==> config.mk <==
export PLATFORM = sky130hd
export DESIGN_NAME = sar_adc_seq
export DESIGN_NICKNAME = d
export VERILOG_FILES = /design/src/rtl/sar_pkg.sv /design/src/rtl/sar_trig_sel.sv /design/src/rtl/sar_bit_search.sv /design/src/rtl/sar_result_bank.sv /design/src/rtl/sar_seq.sv /design/src/rtl/sar_adc_seq.sv
export SDC_FILE = /design/constraint.sdc
export NUM_CORES = 1
export LEC_CHECK = 0
export BUFFER_PORTS_ARGS = -buffer_cell sky130_fd_sc_hd__buf_2
export CORE_UTILIZATION = 43
export CTS_BUF_LIST = sky130_fd_sc_hd__clkbuf_8
export DETAILED_ROUTE_END_ITERATION = 12
export GPL_TIMING_DRIVEN = 1
export PLACE_DENSITY_LB_ADDON = 0.3
export SLEW_MARGIN = 20
export SYNTH_ARGS = -nofsm -noshare
export SYNTH_HDL_FRONTEND = slang
export SYNTH_SLANG_ARGS = --single-unit
export TNS_END_PERCENT = 30
==> constraint.sdc <==
create_clock -name clk -period 6.55 [get_ports clk]
set_input_delay 0.655 -clock clk [delete_from_list [all_inputs] [get_ports clk]]
set_output_delay 0.655 -clock clk [all_outputs]
set_load 0.05 [all_outputs]
==> src/rtl/sar_pkg.sv <==
package sar_pkg;
  typedef enum logic [1:0] {
    MODE_SINGLE = 2'd0,
    MODE_MULTI  = 2'd1,
    MODE_SCAN   = 2'd2,
    MODE_ALT    = 2'd3
  } conv_mode_t;

  typedef enum logic [1:0] {
    SRC_SW    = 2'd0,
    SRC_TIMER = 2'd1,
    SRC_EXT   = 2'd2,
    SRC_NONE  = 2'd3
  } trig_src_t;

  typedef enum logic [1:0] {
    ST_IDLE   = 2'd0,
    ST_SAMPLE = 2'd1,
    ST_CONV   = 2'd2
  } seq_state_t;
endpackage

==> src/rtl/sar_trig_sel.sv <==
module sar_trig_sel
  import sar_pkg::*;
(
  input  logic      clk,
  input  logic      rst_n,
  input  trig_src_t src_sel,
  input  logic      sw_start,
  input  logic      timer_trig,
  input  logic      ext_trig,
  output logic      trig
);
  logic ext_q;
  logic ext_rise;

  always_ff @(posedge clk or negedge rst_n) begin
    if (!rst_n) ext_q <= 1'b0;
    else        ext_q <= ext_trig;
  end

  assign ext_rise = ext_trig & ~ext_q;

  always_comb begin
    case (src_sel)
      SRC_SW:    trig = sw_start;
      SRC_TIMER: trig = timer_trig;
      SRC_EXT:   trig = ext_rise;
      default:   trig = 1'b0;
    endcase
  end

  // an external trigger only counts on a low-to-high step
  assert_ext_edge_R8: assert property (@(posedge clk) disable iff (!rst_n)
    (src_sel == SRC_EXT && trig) |-> !ext_q);
endmodule

==> src/rtl/sar_bit_search.sv <==
module sar_bit_search #(
  parameter int RES_W = 12
) (
  input  logic             clk,
  input  logic             rst_n,
  input  logic             start,
  input  logic             comp_in,
  output logic             active,
  output logic             last,
  output logic [RES_W-1:0] dac_code,
  output logic [RES_W-1:0] result
);
  localparam int IDX_W = $clog2(RES_W);

  logic [RES_W-1:0] acc;
  logic [IDX_W-1:0] idx;
  logic [RES_W-1:0] trial;

  assign trial    = acc | (RES_W'(1) << idx);
  assign dac_code = active ? trial : '0;
  assign last     = active && (idx == '0);
  assign result   = comp_in ? trial : acc;

  always_ff @(posedge clk or negedge rst_n) begin
    if (!rst_n) begin
      active <= 1'b0;
      idx    <= '0;
      acc    <= '0;
    end else if (start) begin
      active <= 1'b1;
      idx    <= IDX_W'(RES_W - 1);
      acc    <= '0;
    end else if (active) begin
      acc <= result;
      if (idx == '0) active <= 1'b0;
      else           idx    <= idx - 1'b1;
    end
  end

  // decisions walk from MSB down one bit per clock
  assert_msb_first_R2: assert property (@(posedge clk) disable iff (!rst_n)
    (active && !start && idx != '0) |=> (active && idx == $past(idx) - 1'b1));

  // the decided bit equals the comparator answer of that clock
  assert_keep_rule_R2: assert property (@(posedge clk) disable iff (!rst_n)
    (active && !start) |=> (acc[$past(idx)] == $past(comp_in)));
endmodule

==> src/rtl/sar_result_bank.sv <==
module sar_result_bank #(
  parameter int NCH   = 8,
  parameter int RES_W = 12,
  parameter int REG_W = 16
) (
  input  logic                   clk,
  input  logic                   rst_n,
  input  logic                   wr_en,
  input  logic [$clog2(NCH)-1:0] wr_chan,
  input  logic [RES_W-1:0]       wr_data,
  input  logic [$clog2(NCH)-1:0] rd_chan,
  output logic [REG_W-1:0]       rd_data
);
  logic [RES_W-1:0] regs_view [NCH];

  for (genvar g = 0; g < NCH; g++) begin : gen_ch
    logic [RES_W-1:0] code_q;
    always_ff @(posedge clk or negedge rst_n) begin
      if (!rst_n)                                  code_q <= '0;
      else if (wr_en && wr_chan == $clog2(NCH)'(g)) code_q <= wr_data;
    end
    assign regs_view[g] = code_q;
  end

  assign rd_data = REG_W'(regs_view[rd_chan]);

  // a write lands in the addressed channel register
  assert_write_lands_R7: assert property (@(posedge clk) disable iff (!rst_n)
    wr_en |=> (regs_view[$past(wr_chan)] == $past(wr_data)));
endmodule

==> src/rtl/sar_seq.sv <==
module sar_seq
  import sar_pkg::*;
#(
  parameter int NCH   = 8,
  parameter int SMP_W = 8,
  parameter int CH_W  = $clog2(NCH)
) (
  input  logic             clk,
  input  logic             rst_n,
  input  logic             trig,
  input  conv_mode_t       mode_sel,
  input  logic             group8,
  input  logic [CH_W-1:0]  chan_sel,
  input  logic [SMP_W-1:0] sample_clks,
  input  logic             stop_scan,
  input  logic             conv_last,
  output logic             conv_start,
  output logic             wr_en,
  output logic [CH_W-1:0]  wr_chan,
  output logic [CH_W-1:0]  mux_sel,
  output logic             sh_hold,
  output logic             busy,
  output logic             eoc
);
  localparam logic [CH_W-1:0] LAST8 = CH_W'(NCH - 1);
  localparam logic [CH_W-1:0] LAST4 = CH_W'(NCH / 2 - 1);

  seq_state_t       state;
  conv_mode_t       cfg_mode;
  logic             cfg_group8;
  logic [SMP_W-1:0] cfg_smp;
  logic [SMP_W-1:0] cnt;
  logic [CH_W-1:0]  chan;
  logic             stop_req;
  logic [SMP_W-1:0] smp_m1;
  logic             is_group;
  logic             pass_end;
  logic             cnt_done;

  assign smp_m1   = (cfg_smp == '0) ? '0 : cfg_smp - 1'b1;
  assign is_group = (cfg_mode == MODE_MULTI) || (cfg_mode == MODE_SCAN);
  assign pass_end = !is_group || (chan == (cfg_group8 ? LAST8 : LAST4));
  assign cnt_done = (state == ST_SAMPLE) && (cnt == smp_m1);

  assign conv_start = cnt_done;
  assign wr_en      = (state == ST_CONV) && conv_last;
  assign wr_chan    = chan;
  assign mux_sel    = chan;
  assign sh_hold    = (state == ST_CONV);
  assign busy       = (state != ST_IDLE);

  always_ff @(posedge clk or negedge rst_n) begin
    if (!rst_n) begin
      state      <= ST_IDLE;
      cfg_mode   <= MODE_SINGLE;
      cfg_group8 <= 1'b0;
      cfg_smp    <= '0;
      cnt        <= '0;
      chan       <= '0;
      stop_req   <= 1'b0;
      eoc        <= 1'b0;
    end else begin
      eoc <= 1'b0;
      case (state)
        ST_IDLE: begin
          if (trig) begin
            state      <= ST_SAMPLE;
            cnt        <= '0;
            cfg_mode   <= mode_sel;
            cfg_group8 <= group8;
            cfg_smp    <= sample_clks;
            stop_req   <= 1'b0;
            chan       <= (mode_sel == MODE_MULTI || mode_sel == MODE_SCAN) ? '0 : chan_sel;
          end
        end
        ST_SAMPLE: begin
          if (cnt_done) state <= ST_CONV;
          else          cnt   <= cnt + 1'b1;
        end
        ST_CONV: begin
          if (conv_last) begin
            cnt <= '0;
            if (pass_end) begin
              eoc <= 1'b1;
              if (cfg_mode == MODE_SCAN && !(stop_req || stop_scan)) begin
                chan  <= '0;
                state <= ST_SAMPLE;
              end else begin
                state <= ST_IDLE;
              end
            end else begin
              chan  <= chan + 1'b1;
              state <= ST_SAMPLE;
            end
          end
        end
        default: state <= ST_IDLE;
      endcase
      if (state != ST_IDLE && stop_scan) stop_req <= 1'b1;
    end
  end

  // channel cannot move while the input is held
  assert_hold_chan_R4: assert property (@(posedge clk) disable iff (!rst_n)
    (sh_hold && $past(sh_hold)) |-> $stable(mux_sel));

  // channel stays put through the sample phase
  assert_sample_chan_R3: assert property (@(posedge clk) disable iff (!rst_n)
    (state == ST_SAMPLE && !cnt_done) |=> $stable(mux_sel));

  // the search finishes only while the sequencer is holding
  assert_conv_align_R2: assert property (@(posedge clk) disable iff (!rst_n)
    conv_last |-> (state == ST_CONV));

  // a trigger mid-sample does not restart the sample count
  assert_busy_ignores_R9: assert property (@(posedge clk) disable iff (!rst_n)
    (state == ST_SAMPLE && trig && !cnt_done) |=> (state == ST_SAMPLE && cnt == $past(cnt) + 1'b1));

  // end-of-conversion is a single-cycle pulse
  assert_eoc_pulse_R10: assert property (@(posedge clk) disable iff (!rst_n)
    eoc |=> !eoc);
endmodule

==> src/rtl/sar_adc_seq.sv <==
module sar_adc_seq
  import sar_pkg::*;
#(
  parameter int NCH   = 8,
  parameter int RES_W = 12,
  parameter int REG_W = 16,
  parameter int SMP_W = 8,
  localparam int CH_W = $clog2(NCH)
) (
  input  logic             clk,
  input  logic             rst_n,
  input  logic [1:0]       mode_sel,
  input  logic             group8,
  input  logic [CH_W-1:0]  chan_sel,
  input  logic [1:0]       src_sel,
  input  logic [SMP_W-1:0] sample_clks,
  input  logic             sw_start,
  input  logic             timer_trig,
  input  logic             ext_trig,
  input  logic             stop_scan,
  input  logic             comp_in,
  output logic [CH_W-1:0]  mux_sel,
  output logic             sh_hold,
  output logic [RES_W-1:0] dac_code,
  output logic             busy,
  output logic             eoc_irq,
  input  logic [CH_W-1:0]  rd_chan,
  output logic [REG_W-1:0] rd_data
);
  logic             trig;
  logic             conv_start;
  logic             conv_active;
  logic             conv_last;
  logic [RES_W-1:0] conv_result;
  logic             wr_en;
  logic [CH_W-1:0]  wr_chan;

  sar_trig_sel u_trig (
    .clk        (clk),
    .rst_n      (rst_n),
    .src_sel    (trig_src_t'(src_sel)),
    .sw_start   (sw_start),
    .timer_trig (timer_trig),
    .ext_trig   (ext_trig),
    .trig       (trig)
  );

  sar_seq #(.NCH(NCH), .SMP_W(SMP_W), .CH_W(CH_W)) u_seq (
    .clk         (clk),
    .rst_n       (rst_n),
    .trig        (trig),
    .mode_sel    (conv_mode_t'(mode_sel)),
    .group8      (group8),
    .chan_sel    (chan_sel),
    .sample_clks (sample_clks),
    .stop_scan   (stop_scan),
    .conv_last   (conv_last),
    .conv_start  (conv_start),
    .wr_en       (wr_en),
    .wr_chan     (wr_chan),
    .mux_sel     (mux_sel),
    .sh_hold     (sh_hold),
    .busy        (busy),
    .eoc         (eoc_irq)
  );

  sar_bit_search #(.RES_W(RES_W)) u_search (
    .clk      (clk),
    .rst_n    (rst_n),
    .start    (conv_start),
    .comp_in  (comp_in),
    .active   (conv_active),
    .last     (conv_last),
    .dac_code (dac_code),
    .result   (conv_result)
  );

  sar_result_bank #(.NCH(NCH), .RES_W(RES_W), .REG_W(REG_W)) u_bank (
    .clk     (clk),
    .rst_n   (rst_n),
    .wr_en   (wr_en),
    .wr_chan (wr_chan),
    .wr_data (conv_result),
    .rd_chan (rd_chan),
    .rd_data (rd_data)
  );

  // the search engine runs exactly while the input is held
  assert_hold_matches_search_R3: assert property (@(posedge clk) disable iff (!rst_n)
    sh_hold == conv_active);
endmodule

# [Word-level counts from Yosys, hierarchy flattened]
# Cells that the tools add are included.
[op_classes] reduce_logical=36 n_mux=38 bitwise=4 n_addsub=4 shift=1 eq_ne=23 n_lt_le_gt_ge=1
[ops] cell="12-bit 2-to-1 mux" count=6
[ops] cell="12-bit binary-select mux with 3-bit select" count=1
[ops] cell="8-bit 2-to-1 mux" count=4
[ops] cell="8-bit case mux with 3 select lines" count=1
[ops] cell="3-bit 2-to-1 mux" count=6
[ops] cell="1-bit logical AND" count=13
[ops] cell="3-bit equality test (second input constant)" count=4
[ops] cell="4-bit 2-to-1 mux" count=3
[ops] cell="12-bit bitwise OR" count=1
[ops] cell="1-bit by 4-bit << shifter with 12-bit output (first input constant)" count=1
[ops] cell="1-bit 2-to-1 mux" count=11
[ops] cell="2-bit nonzero test" count=5
[ops] cell="8-bit by 1-bit adder with 8-bit output (second input constant)" count=1
[ops] cell="2-bit by 1-bit equality test with 1-bit output (second input constant)" count=4
[ops] cell="2-bit equality test (second input constant)" count=4
[ops] cell="8-bit equality test" count=1
[ops] cell="8-bit logical NOT" count=1
[ops] cell="2-bit inequality test (second input constant)" count=4
[ops] cell="4-bit AND reduction" count=2
[ops] cell="8-bit by 1-bit subtractor with 8-bit output (second input constant)" count=1
[ops] cell="3-bit by 2-bit equality test with 1-bit output (second input constant)" count=2
[ops] cell="2-bit 2-to-1 mux" count=3
[ops] cell="2-bit case mux with 3 select lines" count=1
[ops] cell="3-bit case mux with 2 select lines" count=1
[ops] cell="other kinds (19)" count=26
[totals] register_bits=140 out_inout_bits=34 in_bits=26 wordCells=127

# [Longest topological paths before layout]
# Gate-level depths: netlist of the first run.
[logic_depth] depth_word=7 depth_mapped=12 depth_no_buf=9

# [Hierarchy]
# Synthesis of the first run repeated with hierarchy kept, for this count alone.
[unflattened] hier_cells=596 area_unflattened_um2=7474.7
[modules_own_cells] mod="sar_result_bank" instances=1 cells_each=256 seq_area_each_um2=2402.3 area_each_um2=4448.0
[modules_own_cells] mod="sar_seq" instances=1 cells_each=217 seq_area_each_um2=650.6 area_each_um2=1915.6
[modules_own_cells] mod="sar_bit_search" instances=1 cells_each=119 seq_area_each_um2=425.4 area_each_um2=1059.8
[modules_own_cells] mod="sar_trig_sel" instances=1 cells_each=4 seq_area_each_um2=25.0 area_each_um2=51.3

# [Least setup slack after synthesis of the first run]
# No wires, ideal clock.
[synth_path] path_type="input-to-output" from="input port rd_chan[0]" to="output port rd_data[0]" required_ns=5.895 n_path_buf=2 t_arrival_ns=2.446 path_slack_ns=3.449 cell_stages=4 path_cell_list="clkbuf_1 buf_1 mux4_2 mux2_2"
[synth_between] elab_chain_cells=4
[synth_lines] element="start: declaration" line_no="sar_adc_seq.sv:27" rtl="input logic [CH_W-1:0] rd_chan,"
[synth_lines] element="3-bit NOT with 4-bit output (not written as such)" line_no="sar_result_bank.sv:25" rtl="assign rd_data = REG_W'(regs_view[rd_chan]);"
[synth_lines] element="12-bit binary-select mux with 3-bit select" line_no="sar_result_bank.sv:25"
[synth_lines] element="12-bit 2-to-1 mux (not written as such) (2 in a row)" line_no="sar_result_bank.sv:25"
[synth_lines] element="end: declaration" line_no="sar_adc_seq.sv:28" rtl="output logic [REG_W-1:0] rd_data"
# Every way passes these cells. The select of a mux whose other input is x is not followed.

# [Worst setup path in the final report of the first run]
[layout_path] from="register u_seq.cfg_smp[0]" to="register u_seq.cnt[3]"
[layout_between] elab_chain_cells=6 elab_cells_between_ends=7 classes_between="1 x add/sub; 2 x eq/ne; 1 x mux; 3 x reduce/logical"
[layout_lines] element="start: declaration" line_no="sar_seq.sv:31" rtl="logic [SMP_W-1:0] cfg_smp;"
[layout_lines] element="start signal: assignment" line_no="sar_seq.sv:71" rtl="cfg_smp <= sample_clks;"
[layout_lines] element="8-bit by 1-bit subtractor with 8-bit output or 8-bit logical NOT (tied branches)" line_no="sar_seq.sv:40" rtl="assign smp_m1 = (cfg_smp == '0) ? '0 : cfg_smp - 1'b1;"
[layout_lines] element="8-bit 2-to-1 mux *" line_no="sar_seq.sv:40"
[layout_lines] element="8-bit equality test *" line_no="sar_seq.sv:43" rtl="assign cnt_done = (state == ST_SAMPLE) && (cnt == smp_m1);"
[layout_lines] element="1-bit logical AND *" line_no="sar_seq.sv:43"
[layout_lines] element="2-bit inequality test (no line) *"
[layout_lines] element="4-bit AND reduction (no line) *"
[layout_lines] element="end signal: assignment" line_no="sar_seq.sv:78" rtl="else cnt <= cnt + 1'b1;"
[layout_lines] element="end: declaration" line_no="sar_seq.sv:32" rtl="logic [SMP_W-1:0] cnt;"
# Every way passes the cells marked *; elsewhere a longest branch is shown, timed or not.
# A chain may end at the register's enable or synchronous reset.

==> results.sh, run 1 <==
export IMPL_crit_fanout=16
export IMPL_ys_warn_count=0
export IMPL_post_route_period_util=0.4759
export IMPL_postCtsSetupBuffers=0
export IMPL_synth_edff_count=0
export IMPL_track_usage=0.2054
export IMPL_ant_nets=0
export IMPL_numCtsBuffers=17
export IMPL_cts_tree="yes"
export IMPL_synth_seq_cells=140
export IMPL_slew_headroom=0.3429
export IMPL_fin_ws_ps=3433
export IMPL_synth_ff_type="dfrtp_1"
export IMPL_routedWlPerCell_um=16.90
export IMPL_drive_gt1_frac=0.2017
export IMPL_clk_pin_slew_worst_paths_ps=80
export IMPL_cts_hold_buf=0
export IMPL_wl_um=15640
export IMPL_synth_cells=669
export IMPL_start_util=0.4467
export IMPL_skew_ps=9.935
export IMPL_max_stage_delay_ps=570
export IMPL_crit_required_ps=6910
export IMPL_tns_ps=0
export IMPL_postSynthAreaPerCell_um2=10.30
export IMPL_fp_dieW_um=128.6
export IMPL_cp_num_buf_inv=1
export IMPL_cp_slowest_cell="nor3_4"
export IMPL_cts_resized=0
export IMPL_critPathCaptureType="register"
export IMPL_path_cells="inv_1, ha_1, or3b_1, o311ai_1, o221a_2, nand4b_4, nor3_4, o21ai_0, a21oi_1"
export IMPL_drcViolationCount=0
export IMPL_final_cell_mix="140 x dfrtp_1, 119 x nand2_1, 107 x o21ai_0"
export IMPL_ys_types=57
export IMPL_final_nets=741
export IMPL_grt_overflow=0
export IMPL_p_leak_nw=3.512
export IMPL_crit_family="simple AND/OR/NAND/NOR gates"
export IMPL_hold_ws_ps=214.3
export IMPL_crit_type="register to register"
export IMPL_dp_slack_ps=3422
export IMPL_layout_commonest_cell="dfrtp_1"
export IMPL_dieArea_mm2=0.01654
export IMPL_core_area_mm2=0.01543
export IMPL_tightest_slew_ps=982.9
export IMPL_ctsRootBufferMaster="clkbuf_8"
export IMPL_routabilityCongestion=0.8369
export IMPL_rsz0062_at_grt="false"
export IMPL_clock_latency_ps=450
export IMPL_dr_pass1_iters=5
export IMPL_critPathLaunchType="register"
export IMPL_grt_max_degree=78
export IMPL_antenna_found_initial=0
export IMPL_hold_viol=0
export IMPL_first_global_vias=5095
export IMPL_cts_sinks=140
export IMPL_maxCapViolCount=0
export IMPL_dp_cells=893
export IMPL_grt_pass1_wl_um=26010
export IMPL_netlist_area_mm2=0.006892
export IMPL_via_count=5117
export IMPL_fill_cells=1449
export IMPL_synth_seq_area_share=0.5084
export IMPL_die_h_um=128.6
export IMPL_fp_row_count=45
export IMPL_diodes=0
export IMPL_stdcell_count=925
export IMPL_crit_arrival_ps=3480
export IMPL_power_density_mw_per_mm2=213.1
export IMPL_hold_class="input port to async pin"
export IMPL_numPortBuffers=55
export IMPL_htree_levels=4
export IMPL_drtIter0Drc=333
export IMPL_avgViaCountPerCell=5.532
export IMPL_outcome="finished clean"
export IMPL_ir_drop_uv=124.3
export IMPL_pin_count=60
export IMPL_area_growth_pct=11.18
export IMPL_cts_max_path_buffers=2
export IMPL_finalSetupViolations=0
export IMPL_fin_crit_ps=3117
export IMPL_fmax_mhz=320.8
export IMPL_hpwlAfterDp_um=10400
export IMPL_finalMaxSlewViolations=0
export IMPL_async_reset_ff_frac=1.000
metrics by stage:
step | util | instance area (um2) | total power [mW]
2_1_floorplan | - | 6903 | 0.9058
3_3_place_gp | 0.4699 | 7249 | 0.9322
3_5_place_dp | 0.4699 | 7249 | 0.9340
4_1_cts | 0.4967 | 7662 | 1.653
5_1_grt | 0.4967 | 7662 | 1.695
6_report | 0.4967 | 7662 | 1.633
flip-flops by register name, indices dropped and copies added, names as in the netlist, 2 cells and up:
signal	count
u_bank.gen_ch.code_q	96
u_search.acc	12
u_seq.cfg_smp	8
u_seq.cnt	8
u_search.idx	4
u_seq.mux_sel	3
u_seq.cfg_mode	2
u_seq.state	2
path summary, 6_finish.rpt:
kind                                            startpoint                          to  slack [ps]  depth (start not counted)
worst max-delay path                      u_seq.cfg_smp[0]                u_seq.cnt[3]        3430                          9
worst min-delay path                                 rst_n  u_bank.gen_ch[0].code_q[0]         210                          1
worst max register to register            u_seq.cfg_smp[0]                u_seq.cnt[3]        3430                          9
worst min register to register  u_bank.gen_ch[5].code_q[1]  u_bank.gen_ch[5].code_q[1]         480                          2
max in group asynchronous                            rst_n  u_bank.gen_ch[7].code_q[5]        5070                          2
min in group clk                                  ext_trig                u_trig.ext_q         330                          1
cell families after synthesis:
family                     synth area share
AOI/OAI and AO/OA                    0.1467
xor gates and xnor gates           0.008896
adders and majority gates           0.02542
buffers and inverters               0.03812
DFF                                  0.5084
muxes                                0.1206
other                             0.0005441
and+or+nand+nor                      0.1514
metal layers:
layer  wire [um]  part of all wire  track usage  up-vias
met2        7646              0.49       0.3393      124
met4         262             0.017      0.07820        0
li1            -                 -            -     2413
met3         610             0.039      0.04449       24
met5           0                 0            0        -
met1        7117              0.46       0.2658     2556
Yosys cell counts (all sizes together), types with 8 or more instances:
master | instances | area share
o21ai | 107 | 0.078
mux2 | 24 | 0.039
nand2 | 119 | 0.065
clkbuf | 31 | 0.017
mux4 | 24 | 0.078
buf | 15 | 0.013
inv | 15 | 0.0082
ha | 14 | 0.025
nand3 | 8 | 0.0058
nor2 | 28 | 0.016
dfrtp | 140 | 0.51
a21oi | 43 | 0.031
nor2b | 18 | 0.016
power by group:
group          internal, mW  switching [mW]  leakage, nW
logic                0.0143          0.0368         1.88
registers             0.864       0.0000668         1.42
clock network         0.372           0.345        0.205
total                  1.25           0.382         3.51
cell type report:
| type | instances | area [um2] | share of cell area |
|---|---|---|---|
| sequential | 140 | 3503 | 0.4572 |
| multi-input combinational | 471 | 3137 | 0.4094 |
| timing repair buffer | 56 | 289.0 | 0.03772 |
| clock buffer | 20 | 275.3 | 0.03592 |
| tap | 211 | 264.0 | 0.03445 |
| clock inverter | 12 | 137.6 | 0.01796 |
| inverter | 15 | 56.30 | 0.007348 |
Note: power is estimated with default switching activity, not from simulation.
==> inputs of run 2 (changes only) <==
- ABC_AREA: unset -> 1
- clock period: 6.55 -> 2.75 ns (I/O delays scaled with it)
==> run 2 against run 1 <==
  * Critical path depth down 1
  * Clock skew rose by 0.64 ps
  * Final cell count grew 26%
  * Power increased by 140%
  * Non-clock buffer count increased by 19
  * Maximum frequency increased by 34%
  * Worst hold slack worse by 160 ps
  * Via count increased by 15%
  * Flip-flop and latch count unchanged
  * Clock power rose by 140%
  * Synthesized cell count rose by 32%
==> results.sh, run 2 <==
export IMPL_tns_ps=0
export IMPL_post_route_period_util=0.8485
export IMPL_dieArea_mm2=0.01698
export IMPL_skew_ps=10.58
export IMPL_rrSetupSlack_ps=420
export IMPL_fp_row_count=46
export IMPL_postSynthAreaPerCell_um2=8.016
export IMPL_synth_edff_count=0
export IMPL_min_delay_path_depth=2
export IMPL_hpwlAfterDp_um=11490
export IMPL_via_count=5892
export IMPL_wl_um=16770
export IMPL_critPathCaptureType="register"
export IMPL_stdcell_count=1165
export IMPL_layout_commonest_cell="nand2_1"
export IMPL_htree_levels=4
export IMPL_tightest_slew_ps=772.2
export IMPL_async_reset_ff_frac=1.000
export IMPL_netlist_area_mm2=0.007078
export IMPL_met2WireLength_um=8006
export IMPL_drive_gt1_frac=0.1507
export IMPL_slew_headroom=0.4839
export IMPL_synth_top_area_frac=0.4950
export IMPL_clock_latency_ps=450
export IMPL_crit_type="register to register"
export IMPL_min_to="u_seq.cfg_group8"
export IMPL_final_cell_mix="175 x nand2_1, 155 x o21ai_0, 140 x dfrtp_1"
export IMPL_synth_cells=883
export IMPL_diodes=0
export IMPL_r2r_start="u_search.idx[0]"
export IMPL_drtIter0Drc=340
export IMPL_startpoint="u_search.idx[0]"
export IMPL_dp_cells=1132
export IMPL_rr_worst_depth=8
export IMPL_finalMaxSlewViolations=0
export IMPL_final_util=0.5014
export IMPL_core_area_mm2=0.01600
export IMPL_rsz0062_at_grt="false"
export IMPL_grt_max_degree=71
export IMPL_crit_fanout=24
export IMPL_maxCapViolCount=0
export IMPL_largest_register="u_bank.gen_ch.code_q"
export IMPL_ys_top_cells_by_count="175 x nand2_1, 155 x o21ai_0, 140 x dfrtp_1, 127 x nor2_1, 60 x inv_1"
export IMPL_reg_top3="u_bank.gen_ch.code_q x96, u_search.acc x12"
export IMPL_routedWlPerCell_um=14.39
export IMPL_ys_warn_count=0
export IMPL_final_nets=977
export IMPL_first_global_vias=5561
export IMPL_avgViaCountPerCell=5.058
export IMPL_crit_arrival_ps=2680
export IMPL_critPathLaunchType="register"
export IMPL_fin_crit_ps=2333
export IMPL_numPortBuffers=55
export IMPL_min_delay_start="group8"
export IMPL_route_top_layer_used="met4"
export IMPL_synth_ff_type="dfrtp_1"
export IMPL_ir_drop_uv=264.4
export IMPL_area_growth_pct=13.35
export IMPL_largest_reg_flops=96
export IMPL_pin_count=60
export IMPL_finalSetupViolations=0
export IMPL_cts_tree="yes"
export IMPL_hold_class="input port to register"
export IMPL_antenna_found_initial=0
export IMPL_ant_nets=0
export IMPL_track_usage=0.2146
export IMPL_cts_max_path_buffers=2
export IMPL_fmax_mhz=428.6
export IMPL_synth_seq_area_share=0.4950
export IMPL_power_density_mw_per_mm2=497.8
export IMPL_clk_pin_slew_worst_paths_ps=80
export IMPL_die_h_um=130.3
export IMPL_cts_sinks=140
export IMPL_drcViolationCount=0
export IMPL_outcome="finished clean"
export IMPL_grt_overflow=0
export IMPL_ctsRootBufferMaster="clkbuf_8"
export IMPL_wl_met1_um=8072
export IMPL_crit_required_ps=3100
export IMPL_routabilityCongestion=0.8450
export IMPL_hold_viol=0
export IMPL_p_total_mw=3.994
export IMPL_ys_types=40
export IMPL_met3_length_um=548
export IMPL_p_leak_nw=3.874
export IMPL_grt_pass1_wl_um=27730
export IMPL_ys_top_cells_by_area="dfrtp_1 49%, o21ai_0 11%, nand2_1 9.3%"
export IMPL_yosysMostFrequentCell="nand2_1"
export IMPL_fp_dieW_um=130.3
export IMPL_dr_pass1_iters=5
export IMPL_numCtsBuffers=17
export IMPL_start_util=0.4424
export IMPL_rr_endpoint="u_bank.gen_ch[3].code_q[11]"
export IMPL_yosys_area_top_type="dfrtp_1"
export IMPL_synth_seq_cells=140
run 2: cells by family (layout without fill, tap and decap cells):
family          count (synthesis)  after routing  synth area share
mux                             2              2          0.003182
buf+inv                       112            175           0.06470
simple gates                  377            377            0.2316
xor+xnor                       11             11           0.01467
other cells                     1              4         0.0005298
fa+ha+maj                      14             14           0.02475
flops                         140            140            0.4950
compound gates                226            226            0.1656
run 2: repair_timing:
action | CTS | global route
hold buffers | 2 | 0
endpoints found under the hold margin | 68 | 0
resized for setup | 0 | 0
buffers inserted | 0 | 0
run 2: how the worst max path moves through the flow:
stage / slack (ps) / to / depth (start not counted)
6_report: 420 / u_bank.gen_ch[3].code_q[11] / 8
5_1_grt: 100 / u_bank.gen_ch[3].code_q[11] / 8
4_1_cts: 390 / u_bank.gen_ch[3].code_q[11] / 8
3_5_place_dp: 420 / u_bank.gen_ch[3].code_q[11] / 8
3_3_place_gp: 510 / u_bank.gen_ch[3].code_q[4] / 8
2_1_floorplan: 580 / rd_data[11] / 6
run 2: critical path, stage by stage, from the launching register on:
cell	delay (ps)
dfrtp_1	420
inv_1	140
ha_1	230
nand3_2	120
nor2_1	180
inv_2	70
nor2_4	180
nand2_1	500
o21ai_0	370
run 2: cell type report:
cell class,count,area [um2]
repair buffers,75,461.7
flip-flops and latches,140,3503
clock inverters,12,137.6
well taps,216,270.3
clock buffers,19,261.5
inverters,69,260.3
fillers,1612,7978
multi-input cells,634,3128
run 2: metrics by stage:
| step | area, um2 | worst slack (ps) | hold WS, ps |
|---|---|---|---|
| global route | 8023 | 97.17 | 21.69 |
| detailed placement | 7604 | 420.7 | 321.0 |
| CTS | 8023 | 394.3 | 21.71 |
| global placement | 7604 | 505.6 | 330.9 |
| floorplan | 7089 | 584.9 | -20.59 |
| finish | 8023 | 416.6 | 50.33 |
run 2: routing by layer:
layer	global-route usage	up-vias
met3	0.04346	14
met4	0.06293	0
met5	0	-
met1	0.2847	2787
met2	0.3545	95
li1	-	2996
run 2: power by group:
| part | switching (mW) | internal [mW] |
|---|---|---|
| Combinational | 0.185 | 0.0630 |
| Sequential | 0.000178 | 2.06 |
| Clock | 0.831 | 0.857 |
